[config.mk]
export PLATFORM = sky130hd
export DESIGN_NAME = spi_baud_prescaler
export DESIGN_NICKNAME = d
export VERILOG_FILES = /design/src/rtl/baud_pkg.sv /design/src/rtl/baud_calc.sv /design/src/rtl/sck_gen.sv /design/src/rtl/spi_baud_prescaler.sv
export SDC_FILE = /design/constraint.sdc
export NUM_CORES = 1
export LEC_CHECK = 0
export BUFFER_PORTS_ARGS = -buffer_cell sky130_fd_sc_hd__buf_2
export CAP_MARGIN = 15
export CORE_MARGIN = 5
export CORE_UTILIZATION = 25
export CTS_BUF_LIST = sky130_fd_sc_hd__clkbuf_2 sky130_fd_sc_hd__clkbuf_4 sky130_fd_sc_hd__clkbuf_8
export DETAILED_ROUTE_END_ITERATION = 8
export HOLD_SLACK_MARGIN = 0.02
export SLEW_MARGIN = 20
export SYNTH_ARGS = -nofsm -noshare
export SYNTH_HDL_FRONTEND = slang
export SYNTH_SLANG_ARGS = --single-unit
export TNS_END_PERCENT = 30
[constraint.sdc]
create_clock -name clk -period 15.4 [get_ports clk]
set_input_delay 1.54 -clock clk [delete_from_list [all_inputs] [get_ports clk]]
set_output_delay 1.54 -clock clk [all_outputs]
set_load 0.03 [all_outputs]
[src/rtl/baud_pkg.sv]
// Package: shared widths, the configuration layout and its pack/unpack helpers.
// Assumes the mantissa/exponent split is fixed at 4/3 bits by the register layout.
package baud_pkg;
    parameter int SPR_W  = 4;
    parameter int SPPR_W = 3;
    parameter int CFG_W  = 8;

    typedef struct packed {
        logic [SPPR_W-1:0] expo;
        logic [SPR_W-1:0]  mant;
    } ratio_t;

    parameter logic [CFG_W-1:0] RESET_CFG = 8'h0F;

    // Place the mantissa and the split exponent into the configuration byte.
    function automatic logic [CFG_W-1:0] pack_cfg(input ratio_t r);
        return {r.expo[2:1], 1'b0, r.expo[0], r.mant};
    endfunction

    // Recover mantissa and exponent from the configuration byte.
    function automatic ratio_t unpack_cfg(input logic [CFG_W-1:0] c);
        ratio_t r;
        r.mant = c[3:0];
        r.expo = {c[7:6], c[4]};
        return r;
    endfunction
endpackage

[src/rtl/baud_calc.sv]
// Ratio calculator: clamps the request to the bus ceiling, forms
// ceil(core/rate) with a restoring divider (one quotient bit per cycle) and
// maps it to the smallest mantissa/exponent pair that is not below it.
// Assumes start is a pulse; starts seen while busy are dropped.
module baud_calc
    import baud_pkg::*;
#(
    parameter int FREQ_W = 32
) (
    input  logic              clk,
    input  logic              rst_n,
    input  logic              start,
    input  logic [FREQ_W-1:0] core_hz,
    input  logic [FREQ_W-1:0] req_hz,
    input  logic [FREQ_W-1:0] max_hz,
    output logic              busy,
    output logic              done,
    output logic              err,
    output logic [CFG_W-1:0]  cfg_byte
);
    localparam int DIV_W  = FREQ_W + 2;
    localparam int IDX_W  = $clog2(DIV_W) + 1;
    localparam int CNT_W  = $clog2(FREQ_W) + 1;
    localparam int EXP_MX = (1 << SPPR_W) - 1;

    typedef enum logic [1:0] {S_IDLE, S_DIV, S_FIN} st_t;

    st_t               st_q;
    logic [FREQ_W:0]   rem_q;
    logic [FREQ_W-1:0] quo_q;
    logic [FREQ_W-1:0] den_q;
    logic [CNT_W-1:0]  cnt_q;
    logic              zero_q;

    logic [FREQ_W-1:0] rate_eff;
    logic [FREQ_W:0]   trial;
    logic              fits;
    logic [DIV_W-1:0]  div_raw, div_f, mask, rnd, shifted;
    logic [IDX_W-1:0]  sh0, sh1, exp_full;
    logic [SPR_W-1:0]  mant_c;
    logic              err_c;
    ratio_t            res;

    // Index of the highest set bit.
    function automatic logic [IDX_W-1:0] top_bit(input logic [DIV_W-1:0] v);
        logic [IDX_W-1:0] idx;
        idx = '0;
        for (int i = 0; i < DIV_W; i++)
            if (v[i]) idx = IDX_W'(i);
        return idx;
    endfunction

    // Clamp the request to a nonzero ceiling.
    always_comb rate_eff = (max_hz != '0 && req_hz > max_hz) ? max_hz : req_hz;

    // One restoring-division step.
    always_comb begin
        trial = {rem_q[FREQ_W-1:0], quo_q[FREQ_W-1]};
        fits  = trial >= {1'b0, den_q};
    end

    // Map the divider to a mantissa/exponent pair.
    always_comb begin
        div_raw = DIV_W'(quo_q) + DIV_W'(rem_q != '0);
        div_f   = (div_raw < DIV_W'(2)) ? DIV_W'(2) : div_raw;
        sh0     = top_bit(div_f) - IDX_W'(3);
        mask    = (DIV_W'(1) << sh0) - DIV_W'(1);
        rnd     = (div_f + mask) & ~mask;
        sh1     = top_bit(rnd) - IDX_W'(3);
        shifted = rnd >> sh1;
        if (div_f < DIV_W'(16)) begin
            mant_c   = div_f[SPR_W-1:0];
            exp_full = '0;
        end else begin
            mant_c   = shifted[SPR_W-1:0];
            exp_full = sh1;
        end
        err_c    = zero_q || (exp_full > IDX_W'(EXP_MX));
        res.mant = mant_c;
        res.expo = exp_full[SPPR_W-1:0];
    end

    // Sequencer: load, divide, commit.
    always_ff @(posedge clk) begin
        if (!rst_n) begin
            st_q     <= S_IDLE;
            rem_q    <= '0;
            quo_q    <= '0;
            den_q    <= '0;
            cnt_q    <= '0;
            zero_q   <= 1'b0;
            done     <= 1'b0;
            err      <= 1'b0;
            cfg_byte <= RESET_CFG;
        end else begin
            done <= 1'b0;
            err  <= 1'b0;
            case (st_q)
                S_IDLE: if (start) begin
                    rem_q  <= '0;
                    quo_q  <= core_hz;
                    den_q  <= rate_eff;
                    zero_q <= (rate_eff == '0);
                    cnt_q  <= '0;
                    st_q   <= S_DIV;
                end
                S_DIV: begin
                    rem_q <= fits ? (trial - {1'b0, den_q}) : trial;
                    quo_q <= {quo_q[FREQ_W-2:0], fits};
                    cnt_q <= cnt_q + CNT_W'(1);
                    if (cnt_q == CNT_W'(FREQ_W - 1)) st_q <= S_FIN;
                end
                S_FIN: begin
                    done <= 1'b1;
                    err  <= err_c;
                    if (!err_c) cfg_byte <= pack_cfg(res);
                    st_q <= S_IDLE;
                end
                default: st_q <= S_IDLE;
            endcase
        end
    end

    assign busy = (st_q != S_IDLE);
endmodule

[src/rtl/sck_gen.sv]
// Serial clock generator: a prescale counter of 2^E cycles nested under a
// mantissa counter of M steps. sck is high for the first half of each period,
// and a new ratio is taken only on the last cycle of a period.
// Assumes mantissas below 2 mean 2, so sck can always toggle.
module sck_gen
    import baud_pkg::*;
(
    input  logic             clk,
    input  logic             rst_n,
    input  logic [CFG_W-1:0] cfg_byte,
    output logic             sck,
    output logic             sck_edge
);
    localparam int P_W = (1 << SPPR_W) - 1;

    ratio_t            act_q;
    logic [P_W-1:0]    p_q;
    logic [SPR_W-1:0]  m_q;
    logic [SPR_W-1:0]  mant, half_m;
    logic [P_W-1:0]    pmax, half_p;
    logic              at_start, at_half, at_last;

    // Position decode within the current period.
    always_comb begin
        mant     = (act_q.mant < SPR_W'(2)) ? SPR_W'(2) : act_q.mant;
        pmax     = (P_W'(1) << act_q.expo) - P_W'(1);
        half_m   = mant >> 1;
        half_p   = (mant[0] && act_q.expo != '0) ? (P_W'(1) << (act_q.expo - SPPR_W'(1))) : '0;
        at_start = (m_q == '0) && (p_q == '0);
        at_half  = (m_q == half_m) && (p_q == half_p);
        at_last  = (m_q == mant - SPR_W'(1)) && (p_q == pmax);
    end

    // Counters, boundary reload and registered clock/strobe.
    always_ff @(posedge clk) begin
        if (!rst_n) begin
            act_q    <= unpack_cfg(RESET_CFG);
            p_q      <= '0;
            m_q      <= '0;
            sck      <= 1'b0;
            sck_edge <= 1'b0;
        end else begin
            sck_edge <= at_start || at_half;
            if (at_start)     sck <= 1'b1;
            else if (at_half) sck <= 1'b0;
            if (at_last) begin
                p_q   <= '0;
                m_q   <= '0;
                act_q <= unpack_cfg(cfg_byte);
            end else if (p_q == pmax) begin
                p_q <= '0;
                m_q <= m_q + SPR_W'(1);
            end else begin
                p_q <= p_q + P_W'(1);
            end
        end
    end
endmodule

[src/rtl/spi_baud_prescaler.sv]
// Top: ratio calculator feeding a serial clock generator through the
// packed configuration byte. Assumes one core clock domain.
module spi_baud_prescaler
    import baud_pkg::*;
#(
    parameter int FREQ_W = 32
) (
    input  logic              clk,
    input  logic              rst_n,
    input  logic              start,
    input  logic [FREQ_W-1:0] core_hz,
    input  logic [FREQ_W-1:0] req_hz,
    input  logic [FREQ_W-1:0] max_hz,
    output logic              busy,
    output logic              done,
    output logic              err,
    output logic [7:0]        cfg_byte,
    output logic              sck,
    output logic              sck_edge
);
    baud_calc #(.FREQ_W(FREQ_W)) u_calc (
        .clk(clk), .rst_n(rst_n), .start(start),
        .core_hz(core_hz), .req_hz(req_hz), .max_hz(max_hz),
        .busy(busy), .done(done), .err(err), .cfg_byte(cfg_byte)
    );

    sck_gen u_gen (
        .clk(clk), .rst_n(rst_n), .cfg_byte(cfg_byte),
        .sck(sck), .sck_edge(sck_edge)
    );
endmodule

======== After elaboration in Yosys (flattened, before gate mapping) ========
Index checks and enable logic that the tools add are counted.
word-level totals
  word-level logic and storage cells ...... 159
  bits of input ports ..................... 99
  latch bits .............................. 0
  memories kept ........................... 0
  RAM bits ................................ 0
  output and inout port bits .............. 13
  register bits after elaboration ......... 135
  bits in read-only memories .............. 0
operators by class
  bitwise logic cells ..................... 4
  eq/ne operators ......................... 9
  mux-type cells .......................... 85
  reduce and logical (&&, ||, !) cells .... 24
  divide/modulo/power cells ............... 0
  add/subtract/negate cells ............... 12
  shift-type cells ........................ 4
  magnitude comparators ................... 6
  $mul .................................... 0
operators by type and width
  cell                   count
  $mux 5                 32
  $mux 4                 18
  $mux 33                2
  $pmux 33 s2            1
  $mux 32                2
  $pmux 32 s2            1
  $add 34x34->34         1
  $and 34x34->34         1
  $lt 34x2->1 const B    1
  $lt 34x5->1 const B    1
  $mux 34                1
  $not 34->34            1
  $shl 1x7->34 const A   1
  $shr 34x7->4           1
  $sub 34x2->34 const B  1
  $add 32x1->33          1
  $ge 33x32->1           1
  $reduce_bool 33->1     1
  $sub 33x32->33         1
  $gt 32x32->1           1
  $logic_not 32->1       1
  $reduce_bool 32->1     1
  $mux 6                 5
  $mux 3                 8
  34 further kinds       59

======== Longest topological paths before layout ========
Gate-level depths: netlist of the first run.
  depth after elaboration ................. 81
  mapped depth ............................ 52
  mapped depth without buffers ............ 46

======== Cells and area by module ========
A second synthesis of the first run with hierarchy kept.
unflattened totals
  cells, all modules ...................... 2052
  area total of the unflattened synthesis .. 14954.3 sq um
by module, submodules not included
  module     cells an instance  instances  area an instance (sq um)  sequential area each (sq um)
  baud_calc  1866               1          13461.7                   2302.2
  sck_gen    186                1          1492.7                    400.4

======== Worst setup path before layout of the first run ========
Ideal clock, no wire load.
  path type ............................... register to register
  from .................................... register u_calc.rem_q[0]
  to ...................................... register u_calc.cfg_byte[1]
  stages on the path, launching flop included .. 46
  arrival ................................. 9.960 ns
  setup time .............................. 0.069 ns
  setup slack ............................. 5.371 ns
  period minus slack after synthesis ...... 10.029 ns
  buffers on the path ..................... 3
  required time ........................... 15.331 ns
  path through ............................ dfxtp_1 > or4_1 > nor4_1 > nand2_1 > ha_1 > buf_4 > nand3_1 > nor3_1 > or3_1 > a21oi_1 > nand4b_1 > nor4_4 > o211a_1 > nor2_1 > buf_1 > a211oi_2 > nand4_1 > ha_1 > [10 not listed] > or3_1 > a31oi_1 > o21ai_0 > a21o_1 > xor2_1 > and3_1 > nand2b_1 > a21oi_1 > o31ai_1 > inv_1 > ha_1 > clkbuf_1 > nand3_1 > mux2i_1 > a211oi_4 > mux2_2 > mux4_2 > o21ai_1
on the way
  cells in the longest elaborated chain, start to end .. 81
  elaborated cells between the ends (all ways) .. 85
  those cells by class .................... add/sub: 5; order compare: 3; shift: 2; mux: 69; bitwise: 3; reduce/logical: 3
RTL lines
  element                            RTL line          RTL
  from (decl)                        baud_calc.sv:29   logic [FREQ_W:0] rem_q;
  from (signal assigned)             baud_calc.sv:108  rem_q <= fits ? (trial - {1'b0, den_q}) : trial;
  $reduce_bool 33->1 *               baud_calc.sv:64   div_raw = DIV_W'(quo_q) + DIV_W'(rem_q != '0);
  $add 32x1->33 *                    baud_calc.sv:64
  $lt 34x2->1                        baud_calc.sv:65   div_f = (div_raw < DIV_W'(2)) ? DIV_W'(2) : div_raw;
  $mux 34 *                          baud_calc.sv:65
  $mux 1                             baud_calc.sv:49   if (v[i]) idx = IDX_W'(i);
  $mux 2 (2 in a row)                baud_calc.sv:49
  $mux 3 (4 in a row)                baud_calc.sv:49
  $mux 4 (8 in a row)                baud_calc.sv:49
  [38 not listed]                    n/a
  $mux 5 (16 in a row)               baud_calc.sv:49
  $mux 6 (2 in a row)                baud_calc.sv:49
  $sub 6x2->7                        baud_calc.sv:69   sh1 = top_bit(rnd) - IDX_W'(3);
  $mux 7                             baud_calc.sv:71   if (div_f < DIV_W'(16)) begin
  $gt 7x3->1                         baud_calc.sv:78   err_c = zero_q || (exp_full > IDX_W'(EXP_MX));
  $logic_or 1x1->1                   baud_calc.sv:78
  $not 1->1 (no source line)         n/a
  $reduce_and 2->1 (no source line)  n/a
  to (signal assigned)               baud_calc.sv:116  if (!err_c) cfg_byte <= pack_cfg(res);
  to (decl)                          baud_calc.sv:19   output logic [CFG_W-1:0] cfg_byte
Every way passes the cells marked *; elsewhere a longest branch is shown, timed or not.
A chain may end at the register's enable or synchronous reset.

======== Worst setup path in the final report of the first run ========
  from .................................... register u_calc.rem_q[21]
  to ...................................... register u_calc.cfg_byte[3]
The elaborated chain is that of the path after synthesis.

==> results of run 1 <==
-- layout by cell type, fill, tap and decap left out, types with 19 or more instances in the layout --
cell type,instances
a21o_1,28
a22oi_1,36
a21oi_1,121
xnor2_1,74
inv_1,135
a211oi_1,59
buf_2,110
mux2i_1,80
o21ai_0,133
ha_1,108
xor2_1,24
or3_1,23
nor4_1,41
nor3_1,44
nor2b_1,19
dfxtp_1,135
and3_1,37
o21a_1,23
nand4_1,45
nand3_1,61
nor2_1,179
a31oi_1,27
nand2_1,197
nand2b_1,26
-- final timing paths --
kind / endpoint / slack, ns / cells past startpoint
worst min-delay path: u_gen.sck$_SDFFE_PN0P_ / 0.46 / 2
worst max-delay path: u_calc.cfg_byte[3]$_SDFFE_PN1P_ / 3.15 / 43
worst max register to register: u_calc.cfg_byte[3]$_SDFFE_PN1P_ / 3.15 / 43
worst min register to register: u_gen.sck$_SDFFE_PN0P_ / 0.46 / 2
-- power by group through the flow --
stage / sequential (uW) / clock (uW) / combinational (uW)
2_1_floorplan: 382 / 0 / 984
3_3_place_gp: 398 / 0 / 1260
3_5_place_dp: 399 / 0 / 1250
4_1_cts: 391 / 336 / 1260
5_1_grt: 394 / 347 / 1400
6_report: 391 / 323 / 1280
-- final cells by class --
cell class	count	area (sq um)
fillers	6583	43400
multi-input cells	1689	11600
flip-flops and latches	135	2700
well taps	782	978
repair buffers	121	633
inverters	137	514
clock buffers	18	248
clock inverters	14	180
diodes	1	2.50
-- metrics by stage --
step                total power (uW)  setup WS [ns]  hold slack, ns  util, %
floorplan                       1370           5.37           0.426        -
global placement                1660           3.47           0.448     27.2
detailed placement              1650           3.30           0.449     27.2
CTS                             1980           3.29           0.461     27.9
global route                    2140           2.29           0.488     27.9
finish                          2000           3.15           0.457     27.9
-- registers in the layout, indices dropped and copies added, names as in the netlist, 2 cells and up --
| register | cells |
|---|---|
| u_calc.rem_q | 33 |
| u_calc.den_q | 32 |
| u_calc.quo_q | 32 |
| u_calc.cfg_byte | 7 |
| u_gen.act_q | 7 |
| u_gen.p_q | 7 |
| u_calc.cnt_q | 6 |
| u_gen.m_q | 4 |
| u_calc.st_q | 2 |
-- layer usage --
layer  share of wire, %  wire, microns
met3                5.0           2460
met5                  0              0
met4                2.1           1040
met2                 45          22100
met1                 48          23800
-- critical path, delay by kind of cell (launching register included) --
family,cells,cell delay [ns]
buffers and inverters,2,0.31
AOI/OAI and AO/OA,20,5.75
and+or+nand+nor,14,3.34
adders and majority gates,4,1.23
xor gates and xnor gates,2,0.74
DFF,1,0.36
muxes,1,0.38
-- logic make-up after synthesis --
family / count (synthesis) / share of synthesized area (%)
buf+inv: 242 / 6.55
xor+xnor: 98 / 5.65
flops: 135 / 17.8
other cells: 1 / 0.0247
compound gates: 618 / 27.8
mux: 92 / 6.31
simple gates: 770 / 26.8
fa+ha+maj: 110 / 9.16
==> out/metrics.cfg, run 1 <==
[pwr]
power.combinational.fraction_pct = 64.2
power.switching_fraction_pct = 49.8
cellLeakagePower_uw = 0.00674
power.share.clock_pct = 16.2
powerDensity_mw_per_mm2 = 119
p_switching_uw = 994
p_int_uw = 1000
sequentialPowerShare_pct = 19.6
ir_worst_vdd_mv = 0.0839

[clock_network]
cts.path.max_buffers = 2
clkSinkCount = 135
tritoncts.num_buffers = 17
path_clk_slew_ns = 0.09
root_driver = clkbuf_8
post_cts.repair.setup_buffers = 0
hold_buffers = 0
cts_tree = built
insertion_delay_ns = 0.50
cts_resized = 0
cts-htree-levels = 4

[grt]
grt_pass1_vias = 14300
global_route_wire_length_before_repair_microns = 78200
grt.met1_usage_pct = 20.4
grt_start_max_net_pins = 62
globalRouteOverflowTotal = 0
globalRouteMet3Util_pct = 1.75
grt_antenna_before_repair = 1
grt.total_usage_pct = 14.3
globalRouteMet2Util_pct = 22.7
grt-busiest-layer = met2

[detailed_routing]
drt_iter0_markers = 1445
drc = 0
detail_route.vias_per_cell = 5.35
antenna_violating_nets_post_route = 0
drtPass1Iterations = 6
detail_route.wirelength_microns = 49400
routed_wire_length_per_instance_microns = 17.0
routed-via-count = 15500

[synth]
post_synth_instance_area_sq_mm = 0.0152
postSynthRegisterBits = 135
synth.avg_cell_area_sq_um = 7.35
synth_most_common_cell = nand2_1
synthCells = 2066
synth_largest_area_cell = dfxtp_1
synth_flop_cell = dfxtp_1
synth_fp_nets = 2275
netlist-cell-type-count = 106
yosysWarnings = 0
synth_top_cells_by_area = dfxtp_1 18%, ha_1 8.9%, mux2i_1 5.3%
synth_async_sr_flop_share_pct = 0
synth_enable_flop_cells = 0
synth_sequential_area_ratio_pct = 17.8
post_synth_most_frequent_cells = 197 x nand2_1, 180 x nor2_1, 136 x inv_1, 135 x dfxtp_1, 133 x o21ai_0
post-synth-top-area-fraction_pct = 17.8

[place]
dpl.hpwl_microns = 39400
placed_cells = 2864
dpl-instance-area_sq_mm = 0.0164
gpl.final_weighted_congestion = 0.965
io_buffer_count = 110

[outcome]
status = complete, no violations

[sta]
finalHoldViolCount = 0
timing.final.setup_violations = 0
grt_setup_unrepaired = false
maxSlewHeadroom_pct = 41.9
finalClockSkew_ns = 0.0147
worst_slew_pin_slew_ns = 0.849
timing.final.crit_period_ns = 12.25
fin_tns_setup_ns = 0
highest_clock_rate_mhz = 81.6
maxSlewViolCount = 0
layout_worst_path_cycle_share_pct = 79.6

[worst_setup_path]
slowest_delay_ns = 0.75
critPathLaunchType = register
setup.worst_path.class = register to register
critical_path.max_fanout = 13
worst_endpoint_data_arrival_time_ns = 12.65
cp-startpoint = u_calc.rem_q[21]$_SDFFE_PN0P_
worst-endpoint-required_ns = 15.80
timing.critical_path.slowest_stage_cell = a311oi_1
critical_path.endpoint_type = register
critical_path.reg2reg.startpoint = u_calc.rem_q[21]$_SDFFE_PN0P_

[floorplan]
die_area_sq_mm = 0.0658
die_width_microns = 257
design.core.area_sq_mm = 0.0602
io_pins = 112
num_rows = 90
initial_core_util_pct = 25.2
chipHeight_microns = 257

[finish]
layout-area-overhead-vs-synth_pct = 10.7
post_route_cells_drive_above_1_share_pct = 12.0
finalInstanceArea_sq_mm = 0.0168
layoutNonFillerInstCount = 2897
final_nets = 2310

[worst_hold_path]
hold_path.class = register to register
timing.hold.worst.start = u_gen.sck$_SDFFE_PN0P_

[job]
maxCapViolCount = 0

Note: power is estimated with default switching activity, not from simulation.
==> inputs of run 2 (changes only) <==
==> constraint.sdc (replaced) <==
create_clock -name clk -period 10.8 [get_ports clk]
set_input_delay 1.08 -clock clk [delete_from_list [all_inputs] [get_ports clk]]
set_output_delay 1.08 -clock clk [all_outputs]
set_load 0.03 [all_outputs]
==> run 2 against run 1 <==
Compared with the run above:
- clock power up 55%
- combinational power rose by 55%
- register-to-register slack got worse by 2.5 ns
==> out/metrics.cfg, run 2 (synthesis gave the netlist of run 1 again) <==
[finish]
layout.cells.most_common_list = 196 x nand2_1, 179 x nor2_1, 135 x inv_1, 135 x dfxtp_1, 132 x o21ai_0
layoutNonFillerInstCount = 2949  ; +1.8%
number_of_flip_flops_in_the_largest_register = 33  ; unchanged
mostFrequentLayoutCell = nand2_1
post_route_cells_drive_above_1_share_pct = 15.0  ; +3.0 points
final_nets = 2363  ; +2.3%
layout-area-overhead-vs-synth_pct = 14.2
biggestRegsByFlops = u_calc.rem_q: 33 flops, u_calc.den_q: 32 flops, u_calc.quo_q: 32 flops
top_register = u_calc.rem_q

[pwr]
powerDensity_mw_per_mm2 = 175  ; +48%
totalPowerFinal_uw = 3040  ; +52%
ir_worst_vdd_mv = 0.128  ; +52%
cellLeakagePower_uw = 0.00703  ; +4.3%

[clock_network]
cts_tree = built
path_clk_slew_ns = 0.09  ; about the same
insertion_delay_ns = 0.50  ; about the same
root_driver = clkbuf_8
hold_buffers = 0  ; unchanged
cts.path.max_buffers = 2  ; unchanged
cts-htree-levels = 4  ; unchanged
clkSinkCount = 135  ; unchanged
tritoncts.num_buffers = 17  ; unchanged

[sta]
maxSlewViolCount = 0  ; unchanged
finalHoldViolCount = 0  ; unchanged
maxSlewHeadroom_pct = 30.3  ; -12 points
fin_tns_setup_ns = 0  ; unchanged
highest_clock_rate_mhz = 98.4  ; +21%
worst_slew_pin_slew_ns = 1.05  ; +0.196 ns
grt_setup_unrepaired = false
worst_case_setup_margin_in_the_final_layout_ns = 0.633  ; -2.51 ns
finalClockSkew_ns = 0.0151  ; +0.000351 ns
timing.final.setup_violations = 0  ; unchanged
timing.final.crit_period_ns = 10.17  ; -2.09 ns
hold_slack_ns = 0.454  ; -0.00286 ns
layout_worst_path_cycle_share_pct = 94.1  ; +15 points

[floorplan]
initial_core_util_pct = 25.2  ; unchanged
design.core.area_sq_mm = 0.0602  ; unchanged
chipHeight_microns = 257  ; unchanged
num_rows = 90  ; unchanged
die_area_sq_mm = 0.0658  ; unchanged
io_pins = 112  ; unchanged
die_width_microns = 257  ; unchanged

[detailed_routing]
drc = 0  ; unchanged
routed-via-count = 15800  ; +2.0%
detail_route.wirelength_microns = 50200  ; +1.7%
routed_wire_length_per_instance_microns = 17.0  ; -0.10%
drtPass1Iterations = 6  ; unchanged
detail_route.vias_per_cell = 5.36  ; +0.23%
antenna_violating_nets_post_route = 0  ; unchanged
drt_iter0_markers = 1335  ; -7.6%

[grt]
grt.total_usage_pct = 14.5  ; +0.22 points
globalRouteOverflowTotal = 0  ; unchanged
grt_start_max_net_pins = 84  ; +35%
grt_antenna_before_repair = 1  ; unchanged
grt_pass1_vias = 14700  ; +3.1%
global_route_wire_length_before_repair_microns = 79300  ; +1.5%

[outcome]
status = complete, no violations

[worst_hold_path]
hold_path.class = register to register

[place]
gpl.final_weighted_congestion = 0.975  ; +1.0%
dpl.hpwl_microns = 40100  ; +1.7%
placed_cells = 2915  ; +1.8%
io_buffer_count = 110  ; unchanged
detailedPlace.worstSlack_ns = 0.592  ; -2.70 ns

[worst_setup_path]
critPathBufInv = 5  ; +3
critical_path.max_fanout = 12  ; -1
slowest_delay_ns = 0.53  ; -0.22 ns
setup.worst_path.class = register to register
critical_path.endpoint_type = register
timing.critical_path.slowest_stage_cell = a2111oi_0
worst_endpoint_data_arrival_time_ns = 10.54  ; -2.11 ns
worst-endpoint-required_ns = 11.17  ; -4.63 ns
critPathLaunchType = register
critical_path_most_common_cell = ha_1
cp_top_family = compound AO/OA/AOI/OAI gates

[job]
maxCapViolCount = 0  ; unchanged

## run 2: cell count changes in the layout (fill, tap and decap cells not counted), sizes merged
cell	before	now
buf	121	174
bufinv	2	5
inv	144	140
## run 2: what timing repair did
| item | in CTS | in global routing |
|---|---|---|
| resized for setup | 0 | 23 |
| setup endpoints to repair | 0 | 7 |
| endpoints found under the hold margin | 0 | 0 |
| buffers inserted | 0 | 2 |
## run 2: power by group
part / switching, uW / total [uW] / leakage (uW) / internal (uW)
Clock: 222 / 502 / 0.000233 / 280
Sequential: 37.7 / 558 / 0.00110 / 521
Combinational: 1180 / 1980 / 0.00569 / 799
## run 2: worst paths after layout
check,end,cells after the start,from,slack (ns)
setup / recovery,u_calc.cfg_byte[2]$_SDFFE_PN1P_,47,u_calc.rem_q[21]$_SDFFE_PN0P_,0.63
hold / removal,u_gen.sck$_SDFFE_PN0P_,2,u_gen.sck$_SDFFE_PN0P_,0.45
setup reg to reg,u_calc.cfg_byte[2]$_SDFFE_PN1P_,47,u_calc.rem_q[21]$_SDFFE_PN0P_,0.63
hold reg to reg,u_gen.sck$_SDFFE_PN0P_,2,u_gen.sck$_SDFFE_PN0P_,0.45
## run 2: tightest hold or removal path, delay by kind of cell, from the launching register on
family           cells  cell delay (ns)
AO/OA/AOI/OAI        1             0.05
flip-flops           1             0.31
AND/OR/NAND/NOR      1             0.05
## run 2: layer usage
metal | GRT usage (%) | vias to the layer above | routed length (microns)
li1 | - | 7834 | -
met1 | 20.0 | 7445 | 23700
met2 | 23.8 | 459 | 22900
met3 | 1.95 | 69 | 2550
met4 | 3.76 | 0 | 958
met5 | 0 | - | 0
## run 2: final cells by class
cell class / instances / area [sq um]
Fill cell: 6557 / 42900
Multi-Input combinational cell: 1689 / 11700
Sequential cell: 135 / 2700
Timing Repair Buffer: 174 / 1030
Tap cell: 782 / 978
Inverter: 137 / 514
Clock buffer: 18 / 241
Clock inverter: 13 / 219
Antenna cell: 1 / 2.50
## run 2: metrics by stage
step	util, %	cell area [sq um]
CTS	28.6	17200
floorplan	-	15200
global placement	27.8	16800
finish	28.8	17400
detailed placement	27.8	16800
global route	28.8	17400
